==> config.mk <==
export PLATFORM = sky130hd
export DESIGN_NAME = brk_trap_unit
export DESIGN_NICKNAME = d
export VERILOG_FILES = /design/src/rtl/brk_pkg.sv /design/src/rtl/brk_decode.sv /design/src/rtl/brk_addr_bank.sv /design/src/rtl/brk_freeze.sv /design/src/rtl/brk_trap_unit.sv
export SDC_FILE = /design/constraint.sdc
export NUM_CORES = 1
export LEC_CHECK = 0
export BUFFER_PORTS_ARGS = -buffer_cell sky130_fd_sc_hd__buf_4
export CAP_MARGIN = 15
export CORE_UTILIZATION = 48
export CTS_CLUSTER_DIAMETER = 50
export DETAILED_ROUTE_END_ITERATION = 8
export PLACE_DENSITY = 0.79
export SLEW_MARGIN = 30
export SYNTH_ARGS = -nofsm -noshare
export SYNTH_HDL_FRONTEND = slang
export SYNTH_SLANG_ARGS = --single-unit
==> constraint.sdc <==
create_clock -name clk -period 1.8 [get_ports clk]
set_input_delay 0.18 -clock clk [delete_from_list [all_inputs] [get_ports clk]]
set_output_delay 0.18 -clock clk [all_outputs]
set_load 0.02 [all_outputs]
==> src/rtl/brk_pkg.sv <==
package brk_pkg;
   localparam int unsigned BYTE_W = 8;
   localparam logic [BYTE_W-1:0] BRK_OPCODE = 8'hA5;

   typedef struct packed {
      logic trap;
      logic ret;
   } brk_evt_t;
endpackage

==> src/rtl/brk_decode.sv <==
module brk_decode
   import brk_pkg::*;
#(
   parameter logic [BYTE_W-1:0] OPCODE = BRK_OPCODE
) (
   input  logic              exec_stb,
   input  logic [BYTE_W-1:0] exec_op,
   input  logic              dbg_arm,
   input  logic              active,
   output brk_evt_t          evt
);
   logic hit;

   always_comb begin
      hit       = exec_stb && (exec_op == OPCODE);
      evt.trap  = hit && dbg_arm && !active;
      evt.ret   = hit && active;
   end
endmodule

==> src/rtl/brk_addr_bank.sv <==
module brk_addr_bank
   import brk_pkg::*;
#(
   parameter int unsigned NBYTES = 3,
   parameter int unsigned SEL_W  = 2
) (
   input  logic                     clk,
   input  logic                     rst_n,
   input  logic                     capture,
   input  logic [NBYTES*BYTE_W-1:0] capture_val,
   input  logic                     wr_open,
   input  logic                     wr_en,
   input  logic [SEL_W-1:0]         sel,
   input  logic [BYTE_W-1:0]        wdata,
   output logic [NBYTES*BYTE_W-1:0] saved,
   output logic [BYTE_W-1:0]        rdata
);
   logic [NBYTES-1:0][BYTE_W-1:0] bytes_q;
   logic [NBYTES-1:0]             hit;

   for (genvar g = 0; g < NBYTES; g++) begin : g_byte
      assign hit[g] = (sel == SEL_W'(g));

      always_ff @(posedge clk or negedge rst_n) begin
         if (!rst_n) begin
            bytes_q[g] <= '0;
         end else if (capture) begin
            bytes_q[g] <= capture_val[g*BYTE_W +: BYTE_W];
         end else if (wr_open && wr_en && hit[g]) begin
            bytes_q[g] <= wdata;
         end
      end

      assign saved[g*BYTE_W +: BYTE_W] = bytes_q[g];
   end

   always_comb begin
      rdata = '0;
      for (int i = 0; i < int'(NBYTES); i++) begin
         if (hit[i]) rdata = bytes_q[i];
      end
   end
endmodule

==> src/rtl/brk_freeze.sv <==
module brk_freeze #(
   parameter int unsigned NUM_TMR = 4,
   parameter int unsigned NUM_SER = 2
) (
   input  logic               active,
   input  logic [NUM_SER-1:0] ser_uses_tmr,
   output logic [NUM_TMR-1:0] tmr_freeze,
   output logic               wdt_freeze,
   output logic [NUM_SER-1:0] ser_halt,
   output logic               ta_suspend
);
   for (genvar t = 0; t < NUM_TMR; t++) begin : g_tmr
      assign tmr_freeze[t] = active;
   end

   for (genvar s = 0; s < NUM_SER; s++) begin : g_ser
      assign ser_halt[s] = active & ser_uses_tmr[s];
   end

   assign wdt_freeze = active;
   assign ta_suspend = active;
endmodule

==> src/rtl/brk_trap_unit.sv <==
module brk_trap_unit
   import brk_pkg::*;
#(
   parameter int unsigned ADDR_BYTES = 3,
   parameter int unsigned NUM_TMR    = 4,
   parameter int unsigned NUM_SER    = 2,
   parameter int unsigned VECTOR     = 32'h0000_0083,
   parameter logic [7:0]  OPCODE     = BRK_OPCODE
) (
   input  logic                         clk,
   input  logic                         rst_n,
   input  logic                         dbg_arm,
   input  logic                         exec_stb,
   input  logic [7:0]                   exec_op,
   input  logic [ADDR_BYTES*8-1:0]      next_pc,
   input  logic [NUM_SER-1:0]           ser_uses_tmr,
   output logic                         pc_load,
   output logic [ADDR_BYTES*8-1:0]      pc_target,
   output logic [NUM_TMR-1:0]           tmr_freeze,
   output logic                         wdt_freeze,
   output logic [NUM_SER-1:0]           ser_halt,
   output logic                         ta_suspend,
   output logic                         brk_active,
   input  logic                         reg_we,
   input  logic [$clog2(ADDR_BYTES+1)-1:0] reg_sel,
   input  logic [7:0]                   reg_wdata,
   output logic [7:0]                   reg_rdata
);
   localparam int unsigned ADDR_W = ADDR_BYTES * BYTE_W;
   localparam int unsigned SEL_W  = $clog2(ADDR_BYTES + 1);

   if (ADDR_BYTES < 1 || ADDR_BYTES > 4) begin : g_bad_bytes
      $error("ADDR_BYTES must lie in 1..4");
   end
   if (NUM_TMR < 1 || NUM_SER < 1) begin : g_bad_counts
      $error("NUM_TMR and NUM_SER must be at least 1");
   end
   if (ADDR_BYTES < 4 && VECTOR >= (32'd1 << ADDR_W)) begin : g_bad_vec
      $error("VECTOR does not fit the address width");
   end

   brk_evt_t          evt;
   logic              active_q;
   logic              load_q;
   logic [ADDR_W-1:0] target_q;
   logic [ADDR_W-1:0] saved_addr;

   brk_decode #(.OPCODE(OPCODE)) u_dec (
      .exec_stb (exec_stb),
      .exec_op  (exec_op),
      .dbg_arm  (dbg_arm),
      .active   (active_q),
      .evt      (evt)
   );

   brk_addr_bank #(.NBYTES(ADDR_BYTES), .SEL_W(SEL_W)) u_bank (
      .clk         (clk),
      .rst_n       (rst_n),
      .capture     (evt.trap),
      .capture_val (next_pc),
      .wr_open     (active_q),
      .wr_en       (reg_we),
      .sel         (reg_sel),
      .wdata       (reg_wdata),
      .saved       (saved_addr),
      .rdata       (reg_rdata)
   );

   always_ff @(posedge clk or negedge rst_n) begin
      if (!rst_n) begin
         active_q <= 1'b0;
         load_q   <= 1'b0;
         target_q <= '0;
      end else begin
         load_q <= evt.trap | evt.ret;
         if (evt.trap) begin
            active_q <= 1'b1;
            target_q <= ADDR_W'(VECTOR);
         end else if (evt.ret) begin
            active_q <= 1'b0;
            target_q <= saved_addr;
         end
      end
   end

   brk_freeze #(.NUM_TMR(NUM_TMR), .NUM_SER(NUM_SER)) u_frz (
      .active       (active_q),
      .ser_uses_tmr (ser_uses_tmr),
      .tmr_freeze   (tmr_freeze),
      .wdt_freeze   (wdt_freeze),
      .ser_halt     (ser_halt),
      .ta_suspend   (ta_suspend)
   );

   assign pc_load    = load_q;
   assign pc_target  = target_q;
   assign brk_active = active_q;
endmodule

==> results.md, run 1 <==
* Status: completed
* PwrDens at between 800 and 900 mW/mm^2
* Fillers at 350
* Die width at about 70 microns
* DP Cell Count at 347
* Synth cell types at 24
* Critical path startpoint category: flop
* CP arrival at around 1800 ps
* Worst Max-Slew Pin Slew at between 600 and 700 ps
* Final Wtd Congestion at around 0.79
* GRT Total Usage at 24.1%
* Total of max-cap violations at 0
* Crit share post-route at around 90%
* Post-route setup TNS at 0 ps
* Leak at 1.67 nW
* EDFF count, synth at 0
* CP Max Fanout at 22
* WL/cell at between 15 and 20 microns
* Inserted Clock Buffers at 5
* Setup Skew at 7.09 ps
* Post-CTS Setup Bufs at 0
* Core area at between 0.004 and 0.005 sq mm
* Top cells by count, synth: dfrtp_1, mux2i_1, nor2_1
* First-pass GRT wire length at 9300 microns
* Initial antenna violation count at 0
* Final setup viols at 0
* I/O Buffers at 90
* Ys flop type: dfrtp_1
* Top sig layer: met4
* Num rows at 24
* Setup crit end: pc_target[7]
* CTS sink count at 50
* DRC at 0
* Nets at ~350
* Async SR Flop Fraction at 100%
* Clk_lat worst skew at 300 ps
* Post-Syn Nets at between 200 and 300
* Start point of the critical path: brk_active
* Worst r2r src: brk_active
* Dominant cell by count in the synthesized netlist: dfrtp_1
* Congestion Overflow GR at 0
* Met1 wire length at between 2000 and 2500 microns
* Reg clk slew, reported paths at roughly 90 ps
* Met3 routed WL at 319 microns
* WS Path Type: reg2reg
* Fmax at between 600 and 700 MHz
* Yosys warning count at 0
* Leading area contributor after synthesis: dfrtp_1
* CTS root buffer: clkbuf_8
* Area contributors post-synth: dfrtp_1, mux2i_1, a22o_1, a21oi_1, nor2_1
* Fin cells at 356
* Synth Area per Inst at approximately 11 sq um
* Die Ht at just over 70 microns
* Post-DP HPWL at just over 4000 microns
* Violation count after the first detailed-route iteration at between 100 and 150
* Vias in the first global route at 1901
* Worst Reg-to-Reg Cells at 4
* Pre-CTS setup slack at approximately 24 ps
* Mapped cell area at between 0.002 and 0.0025 sq mm
* DRT Pass-1 Iters at 4
* Via density at about 5.5
* FF-to-FF setup slack at between 150 and 200 ps
* Post-route minimum period at 1610 ps
* Post-synth top area share at 54.0%
* Maximum vdd ir drop at 0.432 mV
* Inserted Diodes at 0
* Share of layout cells above drive strength 1 at 35.9%
* Post-synthesis cell count at around 220
* Via count at slightly below 2000
* Die area at 0.00511 sq mm
* Layout area overhead at 36.3%
* CP required at 2030 ps
* Worst Hold Class: in2reg
* Final hold vios at 0
* RSZ-0062 raised after global routing: false
* #FFs+latches synth at 50
* CP Capture Type: flop
* H-tree depth at 2
* Routed wl met2 at around 2900 microns
* I/O pin cnt at 91
* Antenna viol nets, final at 0
* Worst slew margin at about three fifths
* Longest Clk Path Bufs at 2
* CTS tree: built
* Initial core utilization at between 50% and 60%
* Final Max Tran Viols at 0
* Largest net degree at the start of global routing at 51
* Register area share after synthesis at between 50% and 60%
* Final wirelength at 5640 microns
* R2r endpoint: pc_target[7]
* Worst setup margin at 190 ps
[cells in the final DEF (no fill, tap or decap)]
cell type | netlist | routed
or4_4 | 1 | 1
nor4bb_2 | 0 | 1
clkbuf_1 | 7 | 2
nor4_4 | 0 | 1
nand4b_1 | 1 | 1
and4bb_1 | 1 | 1
nand3_1 | 1 | 1
buf_12 | 0 | 1
and2_1 | 2 | 2
nor3_1 | 1 | 1
a21oi_1 | 27 | 27
clkbuf_8 | 0 | 5
nand2_1 | 10 | 10
bufinv_16 | 0 | 1
mux2i_1 | 29 | 29
a2bb2oi_1 | 3 | 3
and4b_1 | 1 | 1
dlygate4sd3_1 | 0 | 1
inv_1 | 5 | 5
nand4_1 | 1 | 1
buf_4 | 6 | 99
o21ai_0 | 9 | 9
nor2_1 | 28 | 28
nor2b_1 | 2 | 2
a22o_1 | 21 | 21
dfrtp_1 | 50 | 50
[critical path: stages, from the launching register on]
cell and delay (ps):
dfrtp_1 470, nor2_1 60, or4_4 640, inv_1 180, a2bb2oi_1 190
[power breakdown]
| part | total (W) | switching (W) | leakage, nW | internal (W) |
|---|---|---|---|---|
| sequential | 0.00136 | 0.000101 | 0.640 | 0.00125 |
| clock | 0.000780 | 0.000363 | 0.0524 | 0.000416 |
| combinational | 0.000596 | 0.000292 | 0.980 | 0.000304 |
| total | 0.00273 | 0.000757 | 1.67 | 0.00197 |
[layer usage]
| layer | vias up | GRT usage, % |
|---|---|---|
| met2 | 70 | 42.1 |
| met3 | 6 | 5.63 |
| met1 | 962 | 30.0 |
| li1 | 935 | - |
| met4 | 0 | 7.19 |
| met5 | - | 0 |
[stage by stage]
stage	total power [W]	utilization (%)	hold WS, ps	area (sq um)
3_5_place_dp	0.00198	67.6	234	3040
4_1_cts	0.00275	70.1	109	3160
3_3_place_gp	0.00196	67.6	233	3040
2_1_floorplan	0.00169	-	-116	2320
5_1_grt	0.00286	70.1	116	3160
6_report	0.00273	70.1	117	3160
[worst min path at each step]
stage          startpoint               to  slack (ps)  depth (start not counted)
3_3_place_gp        rst_n     pc_target[4]         230                          1
3_5_place_dp        rst_n     pc_target[4]         230                          1
5_1_grt        next_pc[9]  u_bank.saved[9]         120                          3
4_1_cts        next_pc[9]  u_bank.saved[9]         110                          3
2_1_floorplan       rst_n       brk_active        -120                          0
6_report       next_pc[0]  u_bank.saved[0]         120                          3
[cell families (layout without fill, tap and decap cells)]
family / count (synthesis) / in the layout / share of synthesized area, %
multiplexers: 29 / 29 / 12.5
flip-flops: 50 / 50 / 54.0
AND/OR/NAND/NOR: 51 / 51 / 10.7
AO/OA/AOI/OAI: 60 / 60 / 16.8
buffers and inverters: 25 / 114 / 5.94
[area by class of cell]
class / instances / area, sq um / area share (%)
tap: 52 / 65.1 / 2.06
timing repair buffer: 101 / 773 / 24.5
sequential: 50 / 1250 / 39.6
multi-input combinational: 140 / 945 / 29.9
clock buffer: 7 / 76.3 / 2.42
clock inverter: 1 / 30.0 / 0.950
inverter: 5 / 18.8 / 0.594
[what timing repair did]
action	4_1_cts	5_1_grt
gates resized for setup	0	0
endpoints found under the hold margin	50	0
hold buffers	1	0
setup endpoints to repair	0	0
[flip-flops by register name (all words and copies together) (netlist names)]
register	count
pc_load	1
u_bank.saved	24
pc_target	24
brk_active	1
Power figures use the tool's default switching activity.
==> run 2, diff against run 1 <==
BUFFER_PORTS_ARGS = default   (was -buffer_cell sky130_fd_sc_hd__buf_4)
CORE_UTILIZATION = 55   (was 48)
DONT_BUFFER_PORTS = 1   (was default)
PLACE_DENSITY = 0.7   (was 0.79)
==> run 2 against run 1 <==
Net effect: global-route usage rose by 1.9 points; highest routed layer unchanged; power down 4.7%; cell area down 19%.
==> results.md, run 2 (synthesized netlist as in run 1, its figures left out) <==
* Pre-CTS setup slack at 89.6 ps (+65.7 ps)
* Share of layout cells above drive strength 1 at 12.7% (-23 points)
* CP Capture Type: flop
* Worst-path cell chain: buf_4, inv_1, nor4_4, buf_4, a22o_1
* First-pass GRT wire length at 8360 microns (-10%)
* Largest delay share family, worst path: buffers and inverters
* Slowest stage delay, CP at 360 ps (-280 ps)
* Final wirelength at 5530 microns (-2.0%)
* Final Wtd Congestion at 0.825 (+5.1%)
* Die Ht at 66.9 microns (-6.4%)
* Critical path startpoint category: flop
* Violation count after the first detailed-route iteration at 165 (+17%)
* Post-route minimum period at 1490 ps (-118 ps)
* Worst slew margin at 56.2% (-3.1 points)
* Crit-path most repeated cell: buf_4
* Final Max Tran Viols at 0 (unchanged)
* Worst setup margin at 308 ps (+118 ps)
* Post-route setup TNS at 0 ps (unchanged)
* Die width at 66.9 microns (-6.4%)
* I/O pin cnt at 91 (unchanged)
* Worst Hold Class: in2reg
* Fillers at 333 (-4.9%)
* Start point of the critical path: brk_active
* Leak at 1.28 nW (-24%)
* Via density at 6.17 (+11%)
* CTS sink count at 50 (unchanged)
* DRT Pass-1 Iters at 4 (unchanged)
* CP max stage cell: dfrtp_1
* CP Max Fanout at 24 (+9.1%)
* PwrDens at 1020 mW/mm^2 (+18%)
* Die area at 0.00448 sq mm (-12%)
* Total of max-cap violations at 0 (unchanged)
* CTS tree: built
* WL/cell at 20.4 microns (+29%)
* Layout area overhead at 10.2%
* Status: completed
* FF/Latch Area at 0.00125 sq mm (unchanged)
* Inserted Diodes at 0 (unchanged)
* CP arrival at 1730 ps (-110 ps)
* Vias in the first global route at 1743 (-8.3%)
* Crit share post-route at 82.9% (-6.6 points)
* H-tree depth at 2 (unchanged)
* Reg clk slew, reported paths at 90 ps (about the same)
* Initial core utilization at 57.5% (+6.1 points)
* Most common cell after layout, fill and taps aside: dfrtp_1
* Setup Skew at 3.83 ps (-3.26 ps)
* Clk_lat worst skew at 300 ps (about the same)
* CP bufs+invs at 3 (+2)
* Initial antenna violation count at 0 (unchanged)
* GRT Total Usage at 26.1% (+1.9 points)
* RSZ-0062 raised after global routing: false
* Cts repair resizes at 0 (unchanged)
* Core area at 0.00403 sq mm (-11%)
* Fin cells at 271 (-24%)
* Final hold vios at 0 (unchanged)
* I/O Buffers at 0 (-100%)
* Antenna viol nets, final at 0 (unchanged)
* Final setup viols at 0 (unchanged)
* Num rows at 23 (-4.2%)
* Fmax at 670 MHz (+7.9%)
* Via count at 1673 (-15%)
* DP Cell Count at 262 (-24%)
* Highest-count cells in the layout ignoring fill and taps: dfrtp_1, mux2i_1, nor2_1
* CTS root buffer: clkbuf_8
* Worst r2r src: brk_active
* Inserted Clock Buffers at 5 (unchanged)
* Longest Clk Path Bufs at 2 (unchanged)
* Congestion Overflow GR at 0 (unchanged)
* Worst hold path startpoint: next_pc[1]
* Post-CTS Setup Bufs at 0 (unchanged)
* Maximum vdd ir drop at 0.497 mV (+15%)
* Worst Max-Slew Pin Slew at 651 ps (+39.8 ps)
* Nets at 270 (-23%)
* Largest net degree at the start of global routing at 51 (unchanged)
* DRC at 0 (unchanged)
* WS Path Type: reg2reg
* Multi-input logic area at 945 sq um (unchanged)
* CP required at 2040 ps (about the same)
* Post-DP HPWL at 3730 microns (-8.2%)
## run 2: cell types whose count changed in the layout (fill, tap and decap cells not counted), sizes merged
cell and delta:
clkbuf -1, buf -82
## run 2: worst paths after layout
path / to / slack (ps) / depth (start not counted)
hold / removal: u_bank.saved[1] / 30 / 2
setup reg to reg: pc_target[14] / 310 / 5
max in group asynchronous: pc_target[11] / 1170 / 2
setup / recovery: pc_target[14] / 310 / 5
hold reg to reg: pc_target[11] / 530 / 1
min in group asynchronous: u_bank.saved[13] / 410 / 2
## run 2: cell type report
cell class              instances  area share (%)
flip-flops and latches         50            49.0
clock inverters                 1            1.18
clock buffers                   6            3.23
inverters                       5           0.735
repair buffers                 19            6.46
well taps                      50            2.45
multi-input cells             140            37.0
## run 2: timing repair
item | CTS | global route
hold buffers | 2 | 0
endpoints found under the setup margin | 0 | 0
endpoints found under the hold margin | 50 | 0
## run 2: where the power goes
group / switching (W) / internal, W
registers: 0.000141 / 0.00125
logic: 0.000213 / 0.000185
clock network: 0.000365 / 0.000445
## run 2: metrics by stage
| stage | hold slack, ps | util, % | total power (W) | instance area (sq um) |
|---|---|---|---|---|
| 5_1_grt | 25.3 | 63.4 | 0.00272 | 2550 |
| 3_5_place_dp | -115 | 59.7 | 0.00178 | 2400 |
| 3_3_place_gp | -115 | 59.7 | 0.00176 | 2400 |
| 6_report | 32.0 | 63.4 | 0.00260 | 2550 |
| 2_1_floorplan | -116 | - | 0.00169 | 2320 |
| 4_1_cts | 27.8 | 63.4 | 0.00261 | 2550 |
## run 2: per-layer routing
layer  track usage (%)  share of wire, %  up-vias
li1                  -                 -      767
met1              30.3                40      813
met2              45.3                52       87
met3              8.90               7.7        6
met4              6.91              0.62        0
met5                 0                 0        -
